==> config.mk <==
export PLATFORM = sky130hd
export DESIGN_NAME = skip_seq_top
export DESIGN_NICKNAME = d
export VERILOG_FILES = /design/src/rtl/skip_seq_pkg.sv /design/src/rtl/skip_mask_shreg.sv /design/src/rtl/skip_nest_ctr.sv /design/src/rtl/skip_issue_ctl.sv /design/src/rtl/skip_seq_top.sv
export SDC_FILE = /design/constraint.sdc
export NUM_CORES = 1
export LEC_CHECK = 0
export CORE_MARGIN = 2
export CORE_UTILIZATION = 62
export CTS_CLUSTER_DIAMETER = 150
export DETAILED_ROUTE_END_ITERATION = 7
export DONT_BUFFER_PORTS = 1
export GPL_TIMING_DRIVEN = 1
export PLACE_DENSITY = 0.76
export RECOVER_POWER = 100
export SETUP_SLACK_MARGIN = 0.02
export SYNTH_ARGS = -nofsm -noshare
export SYNTH_HDL_FRONTEND = slang
export SYNTH_SLANG_ARGS = --single-unit
==> constraint.sdc <==
create_clock -name clk -period 3 [get_ports clk]
set_input_delay 0.15 -clock clk [delete_from_list [all_inputs] [get_ports clk]]
set_output_delay 0.15 -clock clk [all_outputs]
set_load 0.05 [all_outputs]
==> src/rtl/skip_seq_pkg.sv <==
package skip_seq_pkg;

  typedef struct packed {
    logic live;
    logic cancel;
    logic shift;
    logic load;
    logic call;
    logic ret;
  } skip_ctl_t;

endpackage

==> src/rtl/skip_mask_shreg.sv <==
module skip_mask_shreg #(
  parameter int MASK_W = 32
) (
  input  logic              clk,
  input  logic              rst_n,
  input  logic              load_en,
  input  logic [MASK_W-1:0] load_val,
  input  logic              shift_en,
  output logic [MASK_W-1:0] mask_q
);

  logic [MASK_W-1:0] mask_d;

  always_comb begin
    mask_d = mask_q;
    if (load_en) begin
      mask_d = load_val;
    end else if (shift_en) begin
      mask_d = mask_q >> 1;
    end
  end

  always_ff @(posedge clk or negedge rst_n) begin
    if (!rst_n) begin
      mask_q <= '0;
    end else if (load_en || shift_en) begin
      mask_q <= mask_d;
    end
  end

  a_r2_shift_one: assert property (@(posedge clk) disable iff (!rst_n)
    (shift_en && !load_en) |=> (mask_q == ($past(mask_q) >> 1)));

  a_r3_hold_idle: assert property (@(posedge clk) disable iff (!rst_n)
    (!load_en && !shift_en) |=> $stable(mask_q));

endmodule

==> src/rtl/skip_nest_ctr.sv <==
module skip_nest_ctr #(
  parameter int MAX_NEST = 8,
  localparam int DEPTH_W = $clog2(MAX_NEST + 1)
) (
  input  logic               clk,
  input  logic               rst_n,
  input  logic               call_en,
  input  logic               ret_en,
  input  logic               clear_en,
  input  logic               irq_enter,
  input  logic               irq_exit,
  output logic [DEPTH_W-1:0] depth_q,
  output logic               in_isr_q
);

  localparam logic [DEPTH_W-1:0] DEPTH_MAX = DEPTH_W'(MAX_NEST);

  logic [DEPTH_W-1:0] depth_d;
  logic               isr_d;
  logic               depth_ce;

  always_comb begin
    depth_d = depth_q;
    if (clear_en) begin
      depth_d = '0;
    end else if (call_en && (depth_q != DEPTH_MAX)) begin
      depth_d = depth_q + 1'b1;
    end else if (ret_en && (depth_q != '0)) begin
      depth_d = depth_q - 1'b1;
    end
    depth_ce = clear_en || call_en || ret_en;
  end

  always_comb begin
    isr_d = in_isr_q;
    if (irq_enter) begin
      isr_d = 1'b1;
    end else if (irq_exit) begin
      isr_d = 1'b0;
    end
  end

  always_ff @(posedge clk or negedge rst_n) begin
    if (!rst_n) begin
      depth_q <= '0;
    end else if (depth_ce) begin
      depth_q <= depth_d;
    end
  end

  always_ff @(posedge clk or negedge rst_n) begin
    if (!rst_n) begin
      in_isr_q <= 1'b0;
    end else if (irq_enter || irq_exit) begin
      in_isr_q <= isr_d;
    end
  end

  a_r6_depth_bound: assert property (@(posedge clk) disable iff (!rst_n)
    depth_q <= DEPTH_MAX);

  a_r6_saturate: assert property (@(posedge clk) disable iff (!rst_n)
    (call_en && !clear_en && depth_q == DEPTH_MAX) |=> (depth_q == DEPTH_MAX));

  a_r9_clear: assert property (@(posedge clk) disable iff (!rst_n)
    clear_en |=> (depth_q == '0));

endmodule

==> src/rtl/skip_issue_ctl.sv <==
module skip_issue_ctl
  import skip_seq_pkg::*;
(
  input  logic      issue,
  input  logic      load_req,
  input  logic      call_req,
  input  logic      ret_req,
  input  logic      mask_lsb,
  input  logic      depth_zero,
  input  logic      in_isr,
  output skip_ctl_t ctl
);

  logic paused;
  logic ret_flat;

  always_comb begin
    paused     = !depth_zero || in_isr;
    ret_flat   = ret_req && depth_zero;
    ctl.live   = issue && !paused;
    ctl.cancel = ctl.live && mask_lsb && !ret_flat;
    ctl.load   = issue && load_req && !in_isr && !ctl.cancel;
    ctl.shift  = ctl.live && !ret_flat && !ctl.load;
    ctl.call   = issue && call_req && !ctl.cancel && !ctl.load;
    ctl.ret    = issue && ret_req && !depth_zero;
  end

  always_comb begin
    if (ctl.cancel) begin
      a_r4_cancel_live: assert (issue && !paused);
    end
  end

endmodule

==> src/rtl/skip_seq_top.sv <==
module skip_seq_top
  import skip_seq_pkg::*;
#(
  parameter int MASK_W   = 32,
  parameter int MAX_NEST = 8
) (
  input  logic              clk,
  input  logic              rst_n,
  input  logic              issue_i,
  input  logic              load_i,
  input  logic [MASK_W-1:0] mask_i,
  input  logic              call_i,
  input  logic              ret_i,
  input  logic              irq_enter_i,
  input  logic              irq_exit_i,
  output logic              cancel_o
);

  localparam int DEPTH_W = $clog2(MAX_NEST + 1);

  logic [MASK_W-1:0]  mask_q;
  logic [DEPTH_W-1:0] depth_q;
  logic               in_isr_q;
  skip_ctl_t          ctl;

  skip_issue_ctl u_ctl (
    .issue      (issue_i),
    .load_req   (load_i),
    .call_req   (call_i),
    .ret_req    (ret_i),
    .mask_lsb   (mask_q[0]),
    .depth_zero (depth_q == '0),
    .in_isr     (in_isr_q),
    .ctl        (ctl)
  );

  skip_mask_shreg #(.MASK_W(MASK_W)) u_shreg (
    .clk      (clk),
    .rst_n    (rst_n),
    .load_en  (ctl.load),
    .load_val (mask_i),
    .shift_en (ctl.shift),
    .mask_q   (mask_q)
  );

  skip_nest_ctr #(.MAX_NEST(MAX_NEST)) u_nest (
    .clk       (clk),
    .rst_n     (rst_n),
    .call_en   (ctl.call),
    .ret_en    (ctl.ret),
    .clear_en  (ctl.load),
    .irq_enter (irq_enter_i),
    .irq_exit  (irq_exit_i),
    .depth_q   (depth_q),
    .in_isr_q  (in_isr_q)
  );

  assign cancel_o = ctl.cancel;

  a_r5_no_cancel_paused: assert property (@(posedge clk) disable iff (!rst_n)
    (issue_i && (depth_q != '0)) |-> !cancel_o);

  a_r7_isr_load_dropped: assert property (@(posedge clk) disable iff (!rst_n)
    (issue_i && load_i && in_isr_q) |=> $stable(mask_q));

  a_r1_zero_mask_quiet: assert property (@(posedge clk) disable iff (!rst_n)
    (mask_q == '0) |-> !cancel_o);

  a_r4_cancel_needs_issue: assert property (@(posedge clk) disable iff (!rst_n)
    cancel_o |-> issue_i);

endmodule

# After elaboration in Yosys (flattened, before gate mapping)
# Index checks and enable logic that the tools add are counted.
# op_classes
n_addsub	2
n_eq_ne	1
n_mux	7
reduce_logical	35
# ops
cell	n
32-bit two-way mux	2
1-bit logical AND	16
4-bit two-way mux	3
1-bit logical NOT	6
2-bit AND reduction	3
1-bit logical OR	5
4-bit by 1-bit adder with 4-bit output, second input constant	1
4-bit logical NOT	1
4-bit inequality test, second input constant	1
2-bit nonzero test	2
4-bit nonzero test	1
4-bit by 1-bit subtractor with 4-bit output, second input constant	1
3-bit nonzero test	1
1-bit two-way mux	2
# totals
reg_bits	37
input_bits	40
out_inout_bits	1

# Depth between registers and ports, before layout
# Gate-level depths: netlist of run 1.
# logic_depth
ltp_word	14
mapped_depth	10
mapped_depth_nobuf	9

# Modules after synthesis
# From an unflattened synthesis of run 1, not the netlist that was laid out.
# unflattened
cells_unflattened	186
hier_area_um2	1963.1
# by_module_without_submodules
mod	instances	cells_per_inst	area_per_inst_um2	seq_area_each_um2
skip_mask_shreg	1	138	1506.4	800.8
skip_nest_ctr	1	36	356.6	125.1
skip_issue_ctl	1	11	87.6	0.0
skip_seq_top	1	1	12.5	0.0

# Worst setup path before layout of run 1
# No wires, ideal clock.
# synth_timing
path_kind	register to register
startpoint	register u_nest.depth_q[3]
endpoint	register u_nest.depth_q[3]
arrival_ps	3505
required_time_ps	2869
setup_slack_ps	-635
stages_incl_launch_ff	11
n_path_buf	1
synth_period_minus_slack_ps	3635
path_cell_list	dfrtp_1 or4_1 buf_2 nor3_1 or3_1 ha_1 a21o_1 a21oi_1 nor3_1 a211oi_1 a211oi_1
# synth_via
elab_chain_len	14
word_cells_on_any_way	28
classes_between	add/sub: 2; eq/ne: 1; mux: 3; reduce/logical: 22
# synth_rtl
element	line_no	text
start: declaration	skip_nest_ctr.sv:12	output logic [DEPTH_W-1:0] depth_q,
start signal: assignment	skip_nest_ctr.sv:47	depth_q <= depth_d;
4-bit logical NOT *	skip_seq_top.sv:32	.depth_zero (depth_q == '0),
1-bit logical NOT	skip_issue_ctl.sv:18	paused = !depth_zero || in_isr;
1-bit logical OR	skip_issue_ctl.sv:18	
1-bit logical NOT	skip_issue_ctl.sv:20	ctl.live = issue && !paused;
1-bit logical AND	skip_issue_ctl.sv:20	
1-bit logical AND	skip_issue_ctl.sv:21	ctl.cancel = ctl.live && mask_lsb && !ret_flat;
1-bit logical AND *	skip_issue_ctl.sv:21	
named net cancel_o	skip_seq_top.sv:16	output logic cancel_o
1-bit logical NOT *	skip_issue_ctl.sv:22, skip_issue_ctl.sv:24	
1-bit logical AND	skip_issue_ctl.sv:22	ctl.load = issue && load_req && !in_isr && !ctl.cancel;
1-bit logical NOT	skip_issue_ctl.sv:24	ctl.call = issue && call_req && !ctl.cancel && !ctl.load;
1-bit logical AND	skip_issue_ctl.sv:24	
1-bit logical AND or 1-bit logical OR (tied branches)	skip_nest_ctr.sv:26, skip_nest_ctr.sv:31	
3-bit nonzero test (no source line), or another cell as far along	--	
2-bit AND reduction (no source line) or 4-bit two-way mux (tied branches)	--	
# Mark *: on every way through the listed nets, which the timed path passes. The rest lies on a longest branch. The select of a mux whose other input is x is not followed.
# A chain may end at the register's enable or synchronous reset.

# Worst setup path after layout of run 1
# layout_timing
startpoint	register u_nest.depth_q[2]
endpoint	register u_nest.depth_q[3]
# layout_via
elab_chain_len	14
word_cells_on_any_way	28
classes_between	add/sub: 2; eq/ne: 1; mux: 3; reduce/logical: 22
# layout_rtl
element	line_no
4-bit logical NOT	skip_seq_top.sv:32
1-bit logical NOT	skip_issue_ctl.sv:18, skip_issue_ctl.sv:25
1-bit logical OR	skip_issue_ctl.sv:18
1-bit logical NOT	skip_issue_ctl.sv:20
1-bit logical AND	skip_issue_ctl.sv:20
1-bit logical AND (2 in a row)	skip_issue_ctl.sv:21
1-bit logical NOT	skip_issue_ctl.sv:22, skip_issue_ctl.sv:24
1-bit logical AND	skip_issue_ctl.sv:22
1-bit logical NOT	skip_issue_ctl.sv:24
1-bit logical AND	skip_issue_ctl.sv:24
1-bit logical AND or 1-bit logical OR (tied branches)	skip_nest_ctr.sv:26, skip_nest_ctr.sv:31
3-bit nonzero test (no source line), or another cell as far along	--
2-bit AND reduction (no source line) or 4-bit two-way mux (tied branches)	--
# Several ways; a longest one is shown, not always the timed one. The select of a mux whose other input is x is not followed.

==> results of run 1 <==
## power breakdown
| group | internal, mW | leakage, nW | total, mW | switching [mW] |
|---|---|---|---|---|
| clock | 0.136 | 0.0413 | 0.291 | 0.155 |
| sequential | 0.643 | 0.458 | 0.746 | 0.102 |
| combinational | 0.211 | 0.574 | 0.439 | 0.228 |
## worst min-delay path by stage
stage            from                       endpoint  cells after the start  slack (ns)
2_1_floorplan   rst_n  u_nest.depth_q[0]$_DFFE_PN0P_                      0       -0.15
3_3_place_gp    rst_n  u_nest.depth_q[1]$_DFFE_PN0P_                      0       -0.14
3_5_place_dp    rst_n    u_nest.in_isr_q$_DFFE_PN0P_                      0       -0.14
4_1_cts        load_i  u_nest.depth_q[3]$_DFFE_PN0P_                      2        0.01
5_1_grt        load_i  u_nest.depth_q[3]$_DFFE_PN0P_                      2        0.02
6_report       load_i  u_nest.depth_q[3]$_DFFE_PN0P_                      2        0.04
## synthesized netlist by cell type (all sizes together), types with 2 or more instances
master / n
inv: 5
a22oi: 31
nor2b: 2
nand2b: 3
a21o: 2
mux2i: 2
nand2: 64
dfrtp: 37
nor3: 2
clkbuf: 3
a211oi: 2
nor2: 7
buf: 7
mux2: 2
o21ai: 3
a21oi: 4
ha: 2
## critical path, cell delays in order, from the launching register on
cell,delay [ns]
dfrtp_1,0.42
or4b_2,0.68
nand3_1,0.19
or3_1,0.18
ha_1,0.23
a21o_1,0.19
a21oi_1,0.29
nand2b_1,0.12
mux2i_1,0.13
a211oi_1,0.25
## cell usage in the layout, fill, tap and decap left out, drive strengths merged
| cell type | n |
|---|---|
| mux2 | 2 |
| nand2b | 3 |
| dlygate4sd3 | 35 |
| a2111oi | 1 |
| dfrtp | 37 |
| o21ai | 3 |
| inv | 5 |
| nand3 | 1 |
| nor2b | 2 |
| a22oi | 31 |
| or3 | 1 |
| nor2 | 7 |
| and2 | 1 |
| ha | 2 |
| or4b | 1 |
| a21oi | 4 |
| or4 | 1 |
| nor3 | 2 |
| xor2 | 1 |
| fa | 1 |
| clkbuf | 10 |
| a21o | 2 |
| mux2i | 2 |
| a211oi | 2 |
| a22o | 1 |
| nand2 | 64 |
| buf | 2 |
| clkinv | 1 |
## layout make-up
type / count / area, sq um
clock inverter: 1 / 5.005
fill: 180 / 534.3
inverter: 5 / 18.77
clock buffer: 7 / 65.06
tap: 31 / 38.79
multi-input combinational: 135 / 792.0
sequential: 37 / 925.9
timing repair buffer: 40 / 377.9
## per-layer routing
layer / vias up / track usage
li1: 719 / -
met1: 739 / 0.3771
met2: 76 / 0.4756
met3: 15 / 0.07589
met4: 0 / 0.08638
met5: - / 0
## stage by stage
| step | setup slack [ns] | instance area, sq um |
|---|---|---|
| after floorplan | 0.09200 | 1798 |
| after global placement | 0.3754 | 1808 |
| after detailed placement | 0.1810 | 1808 |
| after CTS | 0.1587 | 2248 |
| after global routing | 0.09899 | 2223 |
| final | 0.2314 | 2223 |
## registers in the layout, summed over array words and instances (netlist names)
signal,count
u_shreg.mask_q,32
u_nest.depth_q,4
u_nest.in_isr_q,1
## logic make-up (layout without fill, tap and decap cells)
| logic type | count (synthesis) | in the layout | synth area share |
|---|---|---|---|
| AND/OR/NAND/NOR | 83 | 83 | 0.1919 |
| adder cells (fa/ha/maj) | 3 | 3 | 0.02521 |
| XOR/XNOR | 1 | 1 | 0.004903 |
| multiplexers | 4 | 4 | 0.02381 |
| flip-flops | 37 | 37 | 0.5182 |
| buffers and inverters | 15 | 53 | 0.04692 |
| AO/OA/AOI/OAI | 44 | 44 | 0.1891 |
## timing repair
action                                  CTS  global route
hold endpoints to repair                 70             0
gates resized for setup                   0             1
hold buffers                             36             0
endpoints found under the setup margin    0             1
setup buffers                             0             0
==> results.sh, run 1 <==
export IMPL_min_period_ns=2.769
export IMPL_initial_utilization=0.6479
export IMPL_wl_per_cell_um=16.76
export IMPL_cts_tree="done"
export IMPL_fmax_mhz=361.2
export IMPL_die_h_um=57.68
export IMPL_synth_top_area_share=0.5182
export IMPL_pin_count=41
export IMPL_design_die_area_sq_um=3327
export IMPL_die_w_um=57.68
export IMPL_antenna_left=0
export IMPL_p_leak_nw=1.073
export IMPL_cts_htree_levels=2
export IMPL_path_max_fanout=5
export IMPL_diodes=0
export IMPL_rsz0062_at_grt="no"
export IMPL_route_layer_met1_wl_um=1706
export IMPL_worstPathArrival_ns=3.00
export IMPL_dp_hpwl_um=2517
export IMPL_cts_root_buf="clkbuf_4"
export IMPL_clk_pin_slew_ns=0.10
export IMPL_grt_pass1_vias=1562
export IMPL_violations="capacitance limit, slew limit"
export IMPL_critPathLaunchType="flop"
export IMPL_crit_start="u_nest.depth_q[2]$_DFFE_PN0P_"
export IMPL_worst_pin_slew_ns=1.907
export IMPL_critical_path_endpoint="u_nest.depth_q[3]$_DFFE_PN0P_"
export IMPL_r2r_worst_path_cells=9
export IMPL_hp_class="in2reg"
export IMPL_place_gp_congestion=0.9531
export IMPL_grt_overflow_total=0
export IMPL_finalHoldViolations=0
export IMPL_reg2reg_setup_slack_ns=0.23
export IMPL_timing_rr_end="u_nest.depth_q[3]$_DFFE_PN0P_"
export IMPL_crit_required_ns=3.24
export IMPL_num_vias=1549
export IMPL_synth_async_sr_flop_share=1.000
export IMPL_synth_top_area_cell="dfrtp_1"
export IMPL_avgSynthCellArea_sq_um=9.555
export IMPL_outcome="finished with violations"
export IMPL_syn_area_sq_um=1787
export IMPL_first_pass_iters=4
export IMPL_top_layer="met4"
export IMPL_drive_above_1_share=0.08000
export IMPL_ir_drop_mv=0.5473
export IMPL_r2r_start="u_nest.depth_q[2]$_DFFE_PN0P_"
export IMPL_row_count=19
export IMPL_wl_um=4291
export IMPL_synth_cell_type_count=29
export IMPL_crit_type="reg2reg"
export IMPL_design_core_area_sq_um=2758
export IMPL_powerDensity_nw_per_um2=663.6
export IMPL_grt_antenna_before_repair=0
export IMPL_final_period_utilization=0.9229
export IMPL_cp_end_kind="flop"
export IMPL_final_nets=267
export IMPL_grt_pass1_wl_um=7293
export IMPL_post_route_util=0.8063
export IMPL_clkLatencyLatePin_ns=0.34
export IMPL_wl_met3_um=284
export IMPL_viasPerCell=6.051
export IMPL_clock_sinks=37
export IMPL_first_iter_violations=137
export IMPL_yosysSeqAreaShare=0.5182
export IMPL_drc_errors=0
export IMPL_fin_hold_ws_ns=0.04410
export IMPL_track_usage=0.2880
export IMPL_cts_buffer_depth=2
export IMPL_fin_tns_setup_ns=0
export IMPL_synth_ff_latch_count=37
export IMPL_fin_worst_skew_ns=0.01125
export IMPL_ys_warnings_count=0
export IMPL_wl_met2_um=2194
export IMPL_fin_total_pwr_mw=1.476
export IMPL_setup_viol=0
export IMPL_synth_cells=187
export IMPL_drv_cap=1
export IMPL_grt_max_degree=38
export IMPL_maxSlewHeadroom=-0.2713
export IMPL_numCtsBuffers=5
export IMPL_syn_to_final_growth_pct=24.44
export IMPL_io_buffers=0
export IMPL_synth_edff_count=0
export IMPL_dp_cells=212
export IMPL_fin_cells=256
export IMPL_maxSlewViolCount=38
export IMPL_syn_nets=230
export IMPL_synth_area_leaders="dfrtp_1 (52%), nand2_1 (13%), a22oi_1 (13%)"
export IMPL_synth_ff_type="dfrtp_1"
No activity file was read; power rests on OpenSTA's default activity.
==> run 2, diff against run 1 <==
--- a/config.mk
+++ b/config.mk
@@ -5,6 +5,7 @@
 export SDC_FILE = /design/constraint.sdc
 export NUM_CORES = 1
 export LEC_CHECK = 0
+export CORE_ASPECT_RATIO = 0.75
 export CORE_MARGIN = 2
 export CORE_UTILIZATION = 62
 export CTS_CLUSTER_DIAMETER = 150
==> run 2 against run 1 <==
  * The run still ends with capacitance limit, slew limit left
  * Cell area fell by 14%
  * Sequential cell count unchanged
  * Non-clock buffer count shrank 32
  * Clock power up 15%
  * Fmax increased by 0.25%
  * Largest power group unchanged
  * Power down 0.69%
  * Final cell count decreased by 11%
  * First-iteration DRC count decreased by 26%
  * Utilization shrank 9.6 points
  * Register-to-register slack about the same
  * Clock skew shrank 0.0040 ns
==> results.sh, run 2 (synthesis gave the netlist of run 1 again) <==
export IMPL_die_w_um=65.99
export IMPL_largest_reg_flops=32
export IMPL_wl_per_cell_um=15.80
export IMPL_violations="capacitance limit, slew limit"
export IMPL_cp_end_kind="flop"
export IMPL_io_buffers=0
export IMPL_first_iter_violations=102
export IMPL_grt_max_degree=38
export IMPL_die_h_um=50.49
export IMPL_hp_class="in2reg"
export IMPL_cts_buffer_depth=2
export IMPL_diodes=0
export IMPL_p_int_mw=1.005
export IMPL_reg_top3="u_shreg.mask_q x32, u_nest.depth_q x4, u_nest.in_isr_q x1"
export IMPL_syn_to_final_growth_pct=6.653
export IMPL_drv_cap=1
export IMPL_crit_type="reg2reg"
export IMPL_rsz0062_at_grt="no"
export IMPL_wl_um=3603
export IMPL_worst_pin_slew_ns=1.865
export IMPL_cts_htree_levels=2
export IMPL_first_pass_iters=5
export IMPL_fin_worst_skew_ns=0.007260
export IMPL_finalHoldViolations=0
export IMPL_largest_register="u_shreg.mask_q"
export IMPL_ir_drop_mv=0.4377
export IMPL_cts_root_buf="clkbuf_8"
export IMPL_design_core_area_sq_um=2683
export IMPL_min_period_ns=2.762
export IMPL_power_switching_uw=460.0
export IMPL_place_gp_congestion=0.9798
export IMPL_maxSlewHeadroom=-0.2435
export IMPL_drc_errors=0
export IMPL_fmax_mhz=362.1
export IMPL_grt_antenna_before_repair=0
export IMPL_clkLatencyLatePin_ns=0.28
export IMPL_timing_final_ws_setup_ns=0.2384
export IMPL_clk_pin_slew_ns=0.07
export IMPL_fin_total_pwr_mw=1.465
export IMPL_worstPathArrival_ns=2.95
export IMPL_post_cts_buffers=0
export IMPL_dp_hpwl_um=2470
export IMPL_place_ws_ns=0.2287
export IMPL_critPathLaunchType="flop"
export IMPL_design_die_area_sq_um=3332
export IMPL_power_frac_clock=0.228
export IMPL_final_cell_mix="nand2_1 (64), dfrtp_1 (37), a22oi_1 (31), nor2_1 (6), clkbuf_8 (6)"
export IMPL_fin_tns_setup_ns=0
export IMPL_viasPerCell=5.991
export IMPL_row_count=16
export IMPL_drive_above_1_share=0.07813
export IMPL_clock_sinks=37
export IMPL_setup_viol=0
export IMPL_grt_pass1_vias=1285
export IMPL_numCtsBuffers=5
export IMPL_track_usage=0.2510
export IMPL_p_leak_nw=0.9420
export IMPL_cts_tree="done"
export IMPL_final_nets=235
export IMPL_grt_pass1_wl_um=6189
export IMPL_initial_utilization=0.6660
export IMPL_p_seq_frac=0.511
export IMPL_final_period_utilization=0.9205
export IMPL_grt_overflow_total=0
export IMPL_num_vias=1366
export IMPL_outcome="finished with violations"
export IMPL_antenna_left=0
export IMPL_powerDensity_nw_per_um2=768.9
export IMPL_crit_required_ns=3.19
export IMPL_maxSlewViolCount=38
export IMPL_layout_commonest_cell="nand2_1"
export IMPL_sw_frac_of_total=0.3139
export IMPL_pwr_share_comb=0.261
export IMPL_path_max_fanout=5
export IMPL_pin_count=41
-- run 2: routing by layer --
layer,part of all wire,track usage
met5,0,0
met2,0.48,0.3990
met3,0.059,0.07623
met4,0.022,0.07143
met1,0.44,0.3379
-- run 2: final cells by class --
type,count,area [sq um]
inverter,5,18.77
multi-input combinational,135,772.0
clock buffer,7,86.33
tap,36,45.04
fill,210,777.0
timing repair buffer,8,57.56
sequential,37,925.9
-- run 2: final timing paths --
kind,startpoint,end,slack [ns],depth (start not counted)
min in group asynchronous,rst_n,u_nest.depth_q[0]$_DFFE_PN0P_,0.93,2
worst max register to register,u_nest.depth_q[2]$_DFFE_PN0P_,u_nest.depth_q[3]$_DFFE_PN0P_,0.24,9
max in group asynchronous,rst_n,u_shreg.mask_q[4]$_DFFE_PN0P_,0.99,2
worst max-delay path,u_nest.depth_q[2]$_DFFE_PN0P_,u_nest.depth_q[3]$_DFFE_PN0P_,0.24,9
worst min register to register,u_shreg.mask_q[14]$_DFFE_PN0P_,u_shreg.mask_q[13]$_DFFE_PN0P_,0.48,2
worst min-delay path,mask_i[21],u_shreg.mask_q[21]$_DFFE_PN0P_,0.009,2
-- run 2: power by group through the flow --
stage | logic (mW) | registers (mW) | clock network [mW]
6_report | 0.383 | 0.748 | 0.334
5_1_grt | 0.436 | 0.769 | 0.370
4_1_cts | 0.386 | 0.740 | 0.344
3_5_place_dp | 0.369 | 0.749 | 0
3_3_place_gp | 0.335 | 0.737 | 0
2_1_floorplan | 0.307 | 0.721 | 0
-- run 2: critical path: stages, from the launching register on --
cell and delay (ns):
dfrtp_1 0.42, or4b_2 0.67, nand3_1 0.19, or3_1 0.19, ha_1 0.24, a21o_1 0.18, a21oi_1 0.25, nand2b_1 0.13
mux2i_1 0.15, a211oi_1 0.26
-- run 2: metrics by stage --
stage          cell area [sq um]  utilization  instances  hold WS, ns
6_report                    1906       0.7104        228     0.008595
5_1_grt                     1906       0.7104        228     0.002251
4_1_cts                     1941       0.7234        227     0.006344
3_5_place_dp                1814       0.6763        217      -0.1448
3_3_place_gp                1814       0.6763        217      -0.1445
2_1_floorplan               1798            -        187      -0.1456
-- run 2: what timing repair did --
item,CTS,global route
hold buffers,3,1
hold endpoints to repair,38,1
setup endpoints to repair,0,1
gates resized for setup,0,1
